$ cat src/rtl/egp_pkg.sv
// Shared definitions for the extended GPIO bank: register address codes.
package egp_pkg;
    localparam int REG_AW = 3;

    typedef enum logic [REG_AW-1:0] {
        A_DIR  = 3'd0,
        A_DOUT = 3'd1,
        A_POL  = 3'd2,
        A_MODE = 3'd3,
        A_ODRN = 3'd4,
        A_WAKE = 3'd5,
        A_STAT = 3'd6,
        A_RAW  = 3'd7
    } egp_addr_e;
endpackage

$ cat src/rtl/egp_sync.sv
// Two-stage synchronizer for asynchronous pad inputs.
// Assumes each bit is independent; no multi-bit coherence is implied.
module egp_sync #(
    parameter int W = 8
) (
    input  logic         clk,
    input  logic         rst_n,
    input  logic [W-1:0] d_in,
    output logic [W-1:0] d_out
);
    logic [W-1:0] meta_q;

    // Shift the pad levels through two flops.
    always_ff @(posedge clk) begin
        if (!rst_n) begin
            meta_q <= '0;
            d_out  <= '0;
        end else begin
            meta_q <= d_in;
            d_out  <= meta_q;
        end
    end
endmodule

$ cat src/rtl/egp_detect.sv
// Per-pin polarity, level/edge sensing and sticky status.
// Assumes pin_sync is already synchronous. gate forces a pin inactive.
// An edge beats a clear on the same bit in the same cycle.
module egp_detect #(
    parameter int NPINS = 8
) (
    input  logic             clk,
    input  logic             rst_n,
    input  logic [NPINS-1:0] pin_sync,
    input  logic [NPINS-1:0] pol,
    input  logic [NPINS-1:0] mode_edge,
    input  logic [NPINS-1:0] gate,
    input  logic [NPINS-1:0] clr_vec,
    output logic [NPINS-1:0] status_view,
    output logic [NPINS-1:0] sticky,
    output logic [NPINS-1:0] edge_hit
);
    logic [NPINS-1:0] act;
    logic [NPINS-1:0] act_q;

    // Active value after polarity and ownership gating.
    always_comb act = (pin_sync ^ pol) & ~gate;

    // Remember the previous active value for edge detection.
    always_ff @(posedge clk) begin
        if (!rst_n) act_q <= '0;
        else        act_q <= act;
    end

    for (genvar i = 0; i < NPINS; i++) begin : g_pin
        // Rising active edge, only in edge mode.
        always_comb edge_hit[i] = mode_edge[i] & act[i] & ~act_q[i];

        // Sticky bit: set by an edge, cleared by a write of 1, edge first.
        always_ff @(posedge clk) begin
            if (!rst_n)           sticky[i] <= 1'b0;
            else if (edge_hit[i]) sticky[i] <= 1'b1;
            else if (clr_vec[i])  sticky[i] <= 1'b0;
        end

        // Visible status: latched in edge mode, live in level mode.
        always_comb status_view[i] = mode_edge[i] ? sticky[i] : act[i];
    end
endmodule

$ cat src/rtl/egp_pad_drv.sv
// Pad drive per pin: push-pull or open-drain GPIO, with serial override
// on the shared window [SER_LO +: SER_W]. Purely combinational.
module egp_pad_drv #(
    parameter int NPINS  = 8,
    parameter int SER_W  = 4,
    parameter int SER_LO = 3
) (
    input  logic [NPINS-1:0] dir,
    input  logic [NPINS-1:0] dout,
    input  logic [NPINS-1:0] odrn,
    input  logic             ser_en,
    input  logic [SER_W-1:0] ser_out,
    input  logic [SER_W-1:0] ser_oe,
    output logic [NPINS-1:0] pad_out,
    output logic [NPINS-1:0] pad_oe
);
    logic [NPINS-1:0] g_out;
    logic [NPINS-1:0] g_oe;

    // GPIO drive: open-drain drives only low, releases for a 1.
    always_comb begin
        g_out = dout & ~odrn;
        g_oe  = dir & ~(odrn & dout);
    end

    for (genvar i = 0; i < NPINS; i++) begin : g_pad
        if (i >= SER_LO && i < SER_LO + SER_W) begin : g_shared
            // Shared pin: the serial port wins while enabled.
            always_comb begin
                pad_out[i] = ser_en ? ser_out[i-SER_LO] : g_out[i];
                pad_oe[i]  = ser_en ? ser_oe[i-SER_LO]  : g_oe[i];
            end
        end else begin : g_plain
            // Dedicated pin: always GPIO.
            always_comb begin
                pad_out[i] = g_out[i];
                pad_oe[i]  = g_oe[i];
            end
        end
    end
endmodule

$ cat src/rtl/ext_gpio_bank.sv
// Extended GPIO bank top: configuration registers, read mux, wake output.
// Assumes register writes are single-cycle strobes; reads are combinational.
module ext_gpio_bank #(
    parameter int NPINS  = 8,
    parameter int SER_W  = 4,
    parameter int SER_LO = 3
) (
    input  logic                      clk,
    input  logic                      rst_n,
    input  logic [egp_pkg::REG_AW-1:0] reg_addr,
    input  logic [NPINS-1:0]          reg_wdata,
    input  logic                      reg_we,
    output logic [NPINS-1:0]          reg_rdata,
    input  logic [NPINS-1:0]          pad_in,
    output logic [NPINS-1:0]          pad_out,
    output logic [NPINS-1:0]          pad_oe,
    input  logic                      ser_en,
    input  logic [SER_W-1:0]          ser_out,
    input  logic [SER_W-1:0]          ser_oe,
    output logic                      wake_n
);
    import egp_pkg::*;

    localparam logic [NPINS-1:0] SER_MASK = NPINS'((2 ** SER_W - 1) << SER_LO);

    logic [NPINS-1:0] dir_q, dout_q, pol_q, mode_q, odrn_q, wake_q;
    logic [NPINS-1:0] pin_sync, status_view, sticky, edge_hit, clr_vec, gate;
    egp_addr_e        addr_e;

    // Decode the address into the register enum.
    always_comb addr_e = egp_addr_e'(reg_addr);

    // Configuration registers, all reset to zero.
    always_ff @(posedge clk) begin
        if (!rst_n) begin
            dir_q  <= '0;
            dout_q <= '0;
            pol_q  <= '0;
            mode_q <= '0;
            odrn_q <= '0;
            wake_q <= '0;
        end else if (reg_we) begin
            case (addr_e)
                A_DIR:   dir_q  <= reg_wdata;
                A_DOUT:  dout_q <= reg_wdata;
                A_POL:   pol_q  <= reg_wdata;
                A_MODE:  mode_q <= reg_wdata;
                A_ODRN:  odrn_q <= reg_wdata;
                A_WAKE:  wake_q <= reg_wdata;
                default: ;
            endcase
        end
    end

    // Clear strobes for the sticky bits, and gating of serial-owned inputs.
    always_comb begin
        clr_vec = (reg_we && addr_e == A_STAT) ? reg_wdata : '0;
        gate    = SER_MASK & {NPINS{ser_en}};
    end

    // Read mux.
    always_comb begin
        case (addr_e)
            A_DIR:   reg_rdata = dir_q;
            A_DOUT:  reg_rdata = dout_q;
            A_POL:   reg_rdata = pol_q;
            A_MODE:  reg_rdata = mode_q;
            A_ODRN:  reg_rdata = odrn_q;
            A_WAKE:  reg_rdata = wake_q;
            A_STAT:  reg_rdata = status_view;
            default: reg_rdata = pin_sync;
        endcase
    end

    // Wake request while any enabled pin reports an event.
    always_comb wake_n = ~|(status_view & wake_q);

    egp_sync #(.W(NPINS)) sync_i (
        .clk   (clk),
        .rst_n (rst_n),
        .d_in  (pad_in),
        .d_out (pin_sync)
    );

    egp_detect #(.NPINS(NPINS)) det_i (
        .clk         (clk),
        .rst_n       (rst_n),
        .pin_sync    (pin_sync),
        .pol         (pol_q),
        .mode_edge   (mode_q),
        .gate        (gate),
        .clr_vec     (clr_vec),
        .status_view (status_view),
        .sticky      (sticky),
        .edge_hit    (edge_hit)
    );

    egp_pad_drv #(.NPINS(NPINS), .SER_W(SER_W), .SER_LO(SER_LO)) drv_i (
        .dir     (dir_q),
        .dout    (dout_q),
        .odrn    (odrn_q),
        .ser_en  (ser_en),
        .ser_out (ser_out),
        .ser_oe  (ser_oe),
        .pad_out (pad_out),
        .pad_oe  (pad_oe)
    );
endmodule

$ cat config.mk
export PLATFORM = sky130hd
export DESIGN_NAME = ext_gpio_bank
export DESIGN_NICKNAME = d
export VERILOG_FILES = /design/src/rtl/egp_pkg.sv /design/src/rtl/egp_sync.sv /design/src/rtl/egp_detect.sv /design/src/rtl/egp_pad_drv.sv /design/src/rtl/ext_gpio_bank.sv
export SDC_FILE = /design/constraint.sdc
export NUM_CORES = 1
export LEC_CHECK = 0
export CORE_ASPECT_RATIO = 1.4
export CORE_MARGIN = 4
export CORE_UTILIZATION = 54
export DETAILED_ROUTE_END_ITERATION = 16
export PLACE_DENSITY = 0.8
export SYNTH_ARGS = -nofsm -noshare
export SYNTH_HDL_FRONTEND = slang
export SYNTH_SLANG_ARGS = --single-unit
$ cat constraint.sdc
create_clock -name clk -period 2.4 [get_ports clk]
set_clock_uncertainty 0.05 [all_clocks]
set_input_delay 0.48 -clock clk [delete_from_list [all_inputs] [get_ports clk]]
set_output_delay 0.48 -clock clk [all_outputs]
set_load 0.01 [all_outputs]
==> flow_summary.toml <==
[outcome]
status = "finished clean"

[synthesis]
syn_avg_cell_area_um2 = 8.17
async_flop_share_pct = 0
yosysTopAreaCell = "dfxtp_1"
ys_warn_count = 0
postSynthCellCount = 468
netlist_top_cells_count = "nand2_1, dfxtp_1, a21boi_0, and2_1, nor2b_1"
yosysMostFrequentCell = "nand2_1"
synth_area_leaders = "dfxtp_1, nand2_1, a21boi_0"
syn-num-nets = 499
ys_seq_elements = 80
synth.top_cell.area_share_pct = 41.9
synth_cell_type_count = 49
yosysSeqAreaShare_pct = 41.9
netlist_area_mm2 = 0.00382
synth_ff_type = "dfxtp_1"
synth-edff-count = 0

[clock_network]
cts.path.max_buffers = 2
insertion_delay_ps = 350
h-tree-depth = 3
cts_sinks = 80
cts-root-buf = "clkbuf_8"
clk_pin_slew_ps = 80
cts_buffers = 9
cts_tree = "done"

[timing]
finalHoldViolations = 0
rsz0062_at_grt = "yes"
worst_pin_slew_ps = 439
fin_ws_ps = 10.7
setup_viol = 0
max_clock_freq_mhz = 419
slew_headroom_pct = 70.8
slew_violations = 0
post-route-min-period_ps = 2390
finalCritPeriodShare_pct = 99.6

[placement]
routabilityCongestion = 0.986
portBuffers = 55
dp_cells = 635
dpl.hpwl_mm = 7.73
pre_cts_slack_ps = -640

[setup_path]
cp.required_ps = 1870
cpLargestDelayFamily = "buffers and inverters"
worstPathArrival_ps = 1860
path_max_fanout = 10
critPathBufInv = 4
startpoint = "reg_addr[2]"
rr_startpoint = "pol_q[4]"
cp-end-kind = "primary output"
crit_slowest_cell = "o32a_1"
worstRegToRegCells = 5
cp_num_cells = 8
path_cells = "buf_4 -> bufbuf_16 -> buf_4 -> nor2_1 -> o21ai_1 -> a31o_2 -> o32a_1 -> buf_2"
startpoint_type = "input pin"
slowest_delay_ps = 340
path_class = "in2out"
critPathMostFrequentCell = "buf_4"

[finish]
nets = 584
fin_util_pct = 72.2
drive_above_1_share_pct = 17.6
final_cells = 652
diodes = 0
area_delta_synth_final_pct = 31.0

[drt]
detail_route.drc_violations = 0
drtAntennaViolNets = 0
drt-total-wl_mm = 10.8
viasPerCell = 5.63
avgRoutedWirePerCell_um = 16.5
first_iter_violations = 195
dr.pass1.iters = 5
vias = 3671

[floorplanning]
chipWidth_um = 79.1
rows = 36
start_util_pct = 55.1
dieArea_mm2 = 0.00851
die_height_um = 108
core_area_mm2 = 0.00694
ios = 56

[power_and_ir_drop]
p_total_w = 0.00285
p_per_area_mw_per_mm2 = 569
ir_worst_vdd_v = 0.000543
leakagePower_nw = 1.86

[global_routing]
antenna_found_initial = 0
grt_remaining_overflow = 0
grtUsageTotal_pct = 26.2
grt_pass1_vias = 3517
grt_pass1_wl_mm = 17.2
grt_max_degree = 41

[hold_path]
whs_path_depth = 1
hold_start = "sync_i.meta_q[3]"
hp-class = "reg2reg"

[run]
cap_violations = 0
## worst paths after layout
check	to	slack [ps]
hold reg to reg	sync_i.d_out[3]	380
setup / recovery	reg_rdata[0]	10
setup reg to reg	det_i.sticky[4]	1190
hold / removal	sync_i.d_out[3]	380
## final cells by class
class,count,area (um^2)
multi-input cells,356,2130
well taps,95,119
flip-flops and latches,80,1610
clock buffers,11,141
inverters,8,30.0
repair buffers,98,905
fillers,575,1930
clock inverters,4,77.6
## placed cells by master (no fill, tap or decap), drive strengths merged, types with 4 or more instances in the layout
cell / instances
nor2: 16
nand3: 10
nand2b: 8
buf: 48
clkbuf: 14
dlygate4sd2: 4
a21oi: 10
xor2: 4
nand2: 132
inv: 9
clkdlybuf4s50: 38
and2: 21
a221oi: 4
a32oi: 4
mux2i: 6
o21ai: 14
or3: 4
a22oi: 5
nor4b: 4
dfxtp: 80
o32a: 4
mux2: 8
a21boi: 52
xnor2: 4
nor2b: 17
nor3: 5
## kinds of logic after synthesis
logic type	Yosys count	synth area share, %
and+or+nand+nor	225	27.9
AOI/OAI and AO/OA	109	20.7
DFF	80	41.9
buffers and inverters	32	3.83
muxes	14	3.93
xor gates and xnor gates	8	1.83
## routing by layer
metal | share of wire (%) | track usage [%] | vias to the layer above | wire (um)
met1 | 40 | 29.6 | 1740 | 4290
met2 | 52 | 46.6 | 131 | 5550
li1 | - | - | 1766 | -
met3 | 4.9 | 4.52 | 34 | 530
met4 | 3.7 | 13.3 | 0 | 404
met5 | 0 | 0 | - | 0
## power breakdown
part | internal (W) | leakage [nW] | switching (W) | total, W
sequential | 0.00136 | 0.653 | 0.0000261 | 0.00139
clock | 0.000615 | 0.110 | 0.000481 | 0.00110
combinational | 0.000188 | 1.10 | 0.000179 | 0.000368
total | 0.00216 | 1.86 | 0.000687 | 0.00285
## registers in the layout, summed over array words and instances, names as in the netlist
register       cells
mode_q             8
odrn_q             8
dout_q             8
det_i.sticky       8
sync_i.d_out       8
dir_q              8
det_i.act_q        8
wake_q             8
sync_i.meta_q      8
pol_q              8
## worst reg2reg max path, stage by stage, from the launching register on
cell     delay [ps]
dfxtp_2         350
xnor2_1         150
buf_4           160
nor4b_1         250
a21oi_1          70
nor2b_1         120
## timing repair
item / CTS / global route
pin swaps: 2 / 2
gates resized for setup: 46 / 19
setup endpoints to repair: 17 / 11
hold buffers: 0 / 0
gates cloned: 1 / 0
setup buffers: 0 / 1
## metrics by stage
step / hold slack (ps) / TNS, ps / area [um^2]
detailed placement: 367 / -7800 / 4720
CTS: 386 / 0 / 4970
global route: 396 / -99.7 / 5010
finish: 383 / 0 / 5010
floorplan: 362 / 0 / 3820
global placement: 365 / -7550 / 4720
Note: power is estimated with default switching activity, not from simulation.
